==> src/rtl/cdt_pkg.sv <==
package cdt_pkg;
  typedef enum logic [1:0] {
    OP_RD   = 2'd0,
    OP_WR   = 2'd1,
    OP_XCHG = 2'd2
  } cdt_op_e;

  localparam logic [1:0] A_CFG = 2'd0;
  localparam logic [1:0] A_REM = 2'd1;
  localparam logic [1:0] A_ACK = 2'd2;
  localparam logic [1:0] A_ID  = 2'd3;
endpackage

==> src/rtl/cdt_cfg_reg.sv <==
module cdt_cfg_reg #(
  parameter int DATA_W = 64,
  parameter int CNT_W  = 48
) (
  input  logic              clk,
  input  logic              rst,
  input  logic              wr_en,
  input  logic              xchg,
  input  logic [DATA_W-1:0] wdata,
  input  logic [DATA_W-1:0] mask,
  input  logic              expire,
  output logic [CNT_W-1:0]  cfg_q,
  output logic              arm,
  output logic [CNT_W-1:0]  arm_val
);
  logic [DATA_W-1:0] old_ext;
  logic [DATA_W-1:0] merged;
  logic [CNT_W-1:0]  new_cfg;

  always_comb begin
    old_ext = DATA_W'(cfg_q);
    merged  = xchg ? ((old_ext & ~mask) | (wdata & mask)) : wdata;
    new_cfg = merged[CNT_W-1:0];
    arm     = wr_en && new_cfg[0];
    arm_val = {new_cfg[CNT_W-1:2], 2'b00};
  end

  always_ff @(posedge clk) begin
    if (rst)
      cfg_q <= '0;
    else if (wr_en)
      cfg_q <= new_cfg;
    else if (expire && !cfg_q[1])
      cfg_q[0] <= 1'b0;
  end

  p_oneshot_disarm_r6: assert property (@(posedge clk) disable iff (rst)
    (expire && !cfg_q[1]) |=> !cfg_q[0]);
  p_periodic_stays_r5: assert property (@(posedge clk) disable iff (rst)
    (expire && cfg_q[1]) |=> cfg_q[0]);
endmodule

==> src/rtl/cdt_counter.sv <==
module cdt_counter #(
  parameter int CNT_W = 48
) (
  input  logic             clk,
  input  logic             rst,
  input  logic             tick,
  input  logic             cfg_wr,
  input  logic             arm,
  input  logic [CNT_W-1:0] arm_val,
  input  logic             run,
  input  logic             periodic,
  input  logic [CNT_W-1:0] reload,
  output logic [CNT_W-1:0] count,
  output logic             expire
);
  logic step;

  always_comb begin
    step   = !cfg_wr && run && tick;
    expire = step && (count == '0);
  end

  always_ff @(posedge clk) begin
    if (rst)
      count <= '0;
    else if (arm)
      count <= arm_val;
    else if (step) begin
      if (count == '0) begin
        if (periodic) count <= reload;
      end else begin
        count <= count - CNT_W'(1);
      end
    end
  end

  p_load_r2: assert property (@(posedge clk) disable iff (rst)
    arm |=> count == $past(arm_val));
  p_decrement_r3: assert property (@(posedge clk) disable iff (rst)
    (step && count != '0) |=> count == $past(count) - CNT_W'(1));
  p_reload_r5: assert property (@(posedge clk) disable iff (rst)
    (expire && periodic) |=> count == $past(reload));
  p_freeze_r7: assert property (@(posedge clk) disable iff (rst)
    (!run && !cfg_wr) |=> $stable(count));
endmodule

==> src/rtl/cdt_irq.sv <==
module cdt_irq (
  input  logic clk,
  input  logic rst,
  input  logic set,
  input  logic clr,
  output logic irq_q
);
  always_ff @(posedge clk) begin
    if (rst)      irq_q <= 1'b0;
    else if (set) irq_q <= 1'b1;
    else if (clr) irq_q <= 1'b0;
  end

  p_irq_set_r4: assert property (@(posedge clk) disable iff (rst)
    set |=> irq_q);
  p_irq_hold_r4: assert property (@(posedge clk) disable iff (rst)
    (!set && !clr) |=> $stable(irq_q));
  p_irq_clear_r8: assert property (@(posedge clk) disable iff (rst)
    (clr && !set) |=> !irq_q);
endmodule

==> src/rtl/cdt_top.sv <==
module cdt_top #(
  parameter int DATA_W  = 64,
  parameter int CNT_W   = 48,
  parameter int CORE_ID = 0
) (
  input  logic              clk,
  input  logic              rst,
  input  logic              tick_i,
  input  logic              req_valid,
  input  logic [1:0]        req_op,
  input  logic [1:0]        req_addr,
  input  logic [DATA_W-1:0] req_wdata,
  input  logic [DATA_W-1:0] req_mask,
  output logic [DATA_W-1:0] rsp_rdata,
  output logic              irq_o
);
  import cdt_pkg::*;

  localparam logic [DATA_W-1:0] ID_VAL = DATA_W'(CORE_ID);

  cdt_op_e          op;
  logic             is_wr;
  logic             cfg_wr;
  logic             ack_wr;
  logic [CNT_W-1:0] cfg_q;
  logic             arm;
  logic [CNT_W-1:0] arm_val;
  logic [CNT_W-1:0] count;
  logic             expire;

  always_comb begin
    op     = cdt_op_e'(req_op);
    is_wr  = req_valid && (op == OP_WR || op == OP_XCHG);
    cfg_wr = is_wr && req_addr == A_CFG;
    ack_wr = is_wr && req_addr == A_ACK;
  end

  cdt_cfg_reg #(.DATA_W(DATA_W), .CNT_W(CNT_W)) u_cfg (
    .clk(clk), .rst(rst), .wr_en(cfg_wr), .xchg(op == OP_XCHG),
    .wdata(req_wdata), .mask(req_mask), .expire(expire),
    .cfg_q(cfg_q), .arm(arm), .arm_val(arm_val)
  );

  cdt_counter #(.CNT_W(CNT_W)) u_cnt (
    .clk(clk), .rst(rst), .tick(tick_i), .cfg_wr(cfg_wr), .arm(arm),
    .arm_val(arm_val), .run(cfg_q[0]), .periodic(cfg_q[1]),
    .reload({cfg_q[CNT_W-1:2], 2'b00}), .count(count), .expire(expire)
  );

  cdt_irq u_irq (
    .clk(clk), .rst(rst), .set(expire), .clr(ack_wr), .irq_q(irq_o)
  );

  always_ff @(posedge clk) begin
    if (rst)
      rsp_rdata <= '0;
    else if (req_valid) begin
      case (req_addr)
        A_CFG:   rsp_rdata <= DATA_W'(cfg_q);
        A_REM:   rsp_rdata <= DATA_W'(count);
        A_ACK:   rsp_rdata <= '0;
        default: rsp_rdata <= ID_VAL;
      endcase
    end
  end

  p_id_read_r11: assert property (@(posedge clk) disable iff (rst)
    (req_valid && req_addr == A_ID) |=> rsp_rdata == ID_VAL);
  p_ack_reads_zero_r8: assert property (@(posedge clk) disable iff (rst)
    (req_valid && req_addr == A_ACK) |=> rsp_rdata == '0);
endmodule

==> config.mk <==
export PLATFORM = sky130hd
export DESIGN_NAME = cdt_top
export DESIGN_NICKNAME = d
export VERILOG_FILES = /design/src/rtl/cdt_pkg.sv /design/src/rtl/cdt_cfg_reg.sv /design/src/rtl/cdt_counter.sv /design/src/rtl/cdt_irq.sv /design/src/rtl/cdt_top.sv
export SDC_FILE = /design/constraint.sdc
export NUM_CORES = 1
export LEC_CHECK = 0
export BUFFER_PORTS_ARGS = -buffer_cell sky130_fd_sc_hd__buf_2
export CORE_MARGIN = 2
export CORE_UTILIZATION = 49
export DETAILED_ROUTE_END_ITERATION = 10
export HOLD_SLACK_MARGIN = 0.12
export MAX_ROUTING_LAYER = met4
export PLACE_DENSITY = 0.74
export SLEW_MARGIN = 40
export SYNTH_ARGS = -nofsm -noshare
export SYNTH_HDL_FRONTEND = slang
export SYNTH_SLANG_ARGS = --single-unit
==> constraint.sdc <==
create_clock -name clk -period 4.1 [get_ports clk]
set_clock_uncertainty 0.05 [all_clocks]
set_input_delay 0.615 -clock clk [delete_from_list [all_inputs] [get_ports clk]]
set_output_delay 0.615 -clock clk [all_outputs]
set_load 0.01 [all_outputs]
==> results.cfg <==
[yosys]
synth_cells = 1112
yosysTopAreaCell = dfxtp_1
synth_xor_area_share_pct = 2.858
ys_ff_latch = 145
syn_area_sq_um = 8581
synth-main-ff-cell = dfxtp_1
synth_top_cell_area_share_pct = 33.83
synth-adder-area-share_pct = 0.2916
yosysMostFrequentCell = a21oi_1
synth-edff-count = 0
synthMuxAreaShare_pct = 11.78
netlist_top_cells_area = dfxtp_1 (34%), a21oi_1 (9.2%), mux2_2 (7.3%)
synth_top_family_by_area = simple AND/OR/NAND/NOR gates
avgSynthCellArea_sq_um = 7.716
yosys-top-cells-count = a21oi_1 (157), dfxtp_1 (145), nand2_1 (118), nor2_1 (110), clkbuf_1 (69)
async_reset_ff_share_pct = 0
ys_seq_area_share_pct = 33.83
synth_simple_gate_area_share_pct = 27.49
yosys_warnings = 0
ys_types = 60
synth_compound_area_share_pct = 18.02

[floorplan]
die_y_um = 136.3
chipWidth_um = 136.3
rows = 48
die_area_sq_um = 18590
start_util_pct = 49.78
core_sq_um = 17240
ios = 201

[route]
vias_per_cell = 5.798
vias = 8494
first_pass_iters = 5
ant_nets = 0
drc_errors = 0
wirelength_um = 25320
drt_iter0_markers = 674
wire_per_inst_um = 17.29

[critical_path]
path_delay_family = simple AND/OR/NAND/NOR gates
endpoint_kind = flop
rrSetupSlack_ps = 830
crit_fanout = 25
critPathArrivalTime_ps = 3550
critPathLaunchType = flop
critical_path_buf_inv_count = 1
cp_common_cell = or4_4
crit_slowest_cell = or4_1
worst-setup-path-type = flop to flop
crit_chain = or4_4, or4_4, or4_1, o21a_4, nor2_4, buf_12, a21oi_1, o32ai_1
max_stage_delay_ps = 660
worstPathRequired_ps = 4380

[cells_and_area]
utilization_pct = 58.20
nFillCells = 1607
final_area_sq_um = 10030
drive_gt1_share_pct = 23.08
area_growth_pct = 16.91
layout.cells.non_filler = 1465
fin_nets = 1364

[hold_path]
holdCritPathClass = primary input to flop

[timing]
fin_crit_sh_pct = 79.84
finalWorstSetupSlack_ps = 826.4
hold_slack_ps = 381.6
relSlewSlack_pct = 50.86
rsz0062_at_grt = false
hold_viol = 0
worst_slew_pin_slew_ps = 735.6
tns_ps = 0
min_period_ps = 3274
max_freq_mhz = 305.5
slew_viol_final = 0
setup_viol = 0

[global_routing]
grt_use_met2_pct = 42.88
grt_util_met3_pct = 5.518
grt-ovfl-total = 0
met1_usage_pct = 37.67
grt_pass1_vias = 7687
top_usage_layer = met2
globalRouteTotalUtil_pct = 28.21
grt_antenna_before_repair = 1
grt_max_degree = 93
grt_pass1_wl_um = 40070

[place]
io_buffer_count = 152
hpwl_um = 16750
globalplace.congestion = 0.9564
pre_cts_ws_ps = 888.0
placed_cells_incl_taps = 1432
placed_area_sq_um = 9459

[clock_network]
post_cts_resized = 0
cts.sinks = 145
cts_buffer_depth = 2
cts-root-buf = clkbuf_16
numCtsBuffers = 17
clock_latency_ps = 450
clk_pin_slew_ps = 70
cts_htree_levels = 4
cts_hold_buffers = 0
cts_tree = yes
postCtsSetupBuffers = 0

[power_and_ir_drop]
total_power_mw = 3.861
max-vdd-ir-drop_v = 0.0003735
powerDensity_nw_per_um2 = 384.8
p_leak_nw = 4.249

[job]
maxCapViolCount = 0

[run_status]
status = finished clean
-- layout by cell type, fill, tap and decap left out, drive strengths merged, types with 4 or more instances in the layout --
cell type / instances
conb: 16
nor4: 17
nor2: 111
o22ai: 10
clkinv: 7
nor3: 31
a21oi: 157
buf: 177
or4: 10
o21ai: 25
nand2: 119
a211oi: 8
mux2: 56
o211ai: 10
nand2b: 50
xnor2: 16
xor2: 12
nand3: 63
o31ai: 6
dfxtp: 145
inv: 9
nand4: 5
o32ai: 4
or3: 11
clkinvlp: 5
nor2b: 50
o21a: 6
a221oi: 6
o22a: 5
a31oi: 6
o221a: 6
clkbuf: 19
mux2i: 38
-- state kept, by name, indices dropped and copies added, names as in the netlist, named ones only --
| register | flops |
|---|---|
| rsp_rdata | 48 |
| u_cnt.count | 48 |
| u_cfg.cfg_q | 47 |
| u_irq.irq_q | 1 |
-- tightest hold or removal path: cells and delay by family --
family	cells	cell delay, ps
buf+inv	1	100
compound gates	1	50
simple gates	1	50
-- worst paths after layout --
check                        from               to  cells after the start
setup / recovery  u_cnt.count[17]  u_cnt.count[25]                      8
hold / removal      req_wdata[27]  u_cfg.cfg_q[27]                      3
setup reg to reg  u_cnt.count[17]  u_cnt.count[25]                      8
hold reg to reg   u_cfg.cfg_q[12]  u_cfg.cfg_q[12]                      2
-- where the power goes --
group          switching (mW)  internal (mW)  leakage (nW)
Combinational           0.545          0.326          2.81
Clock                   0.661          0.863         0.267
Sequential             0.0315           1.43          1.17
Total                    1.24           2.62          4.25
-- area by class of cell --
type                    instances  area, sq um  share of cell area, %
repair buffers                177        979.7                  9.766
clock inverters                13        113.9                  1.135
flip-flops and latches        145         2903                  28.93
inverters                       9        33.78                 0.3367
diodes                          1        2.502                0.02494
multi-input cells             876         5265                  52.48
clock buffers                  19        452.9                  4.515
well taps                     225        281.5                  2.806
-- routing by layer --
layer	vias to the layer above	wire length, um
li1	4136	-
met3	44	1951
met1	3961	11570
met5	-	0
met4	0	577
met2	353	11220
-- kinds of logic after synthesis --
kind of cell | count (synthesis)
AOI/OAI and AO/OA | 259
xor gates and xnor gates | 28
adders and majority gates | 2
buffers and inverters | 106
DFF | 145
muxes | 94
other | 1
and+or+nand+nor | 477
(Power assumes the default switching activity.)
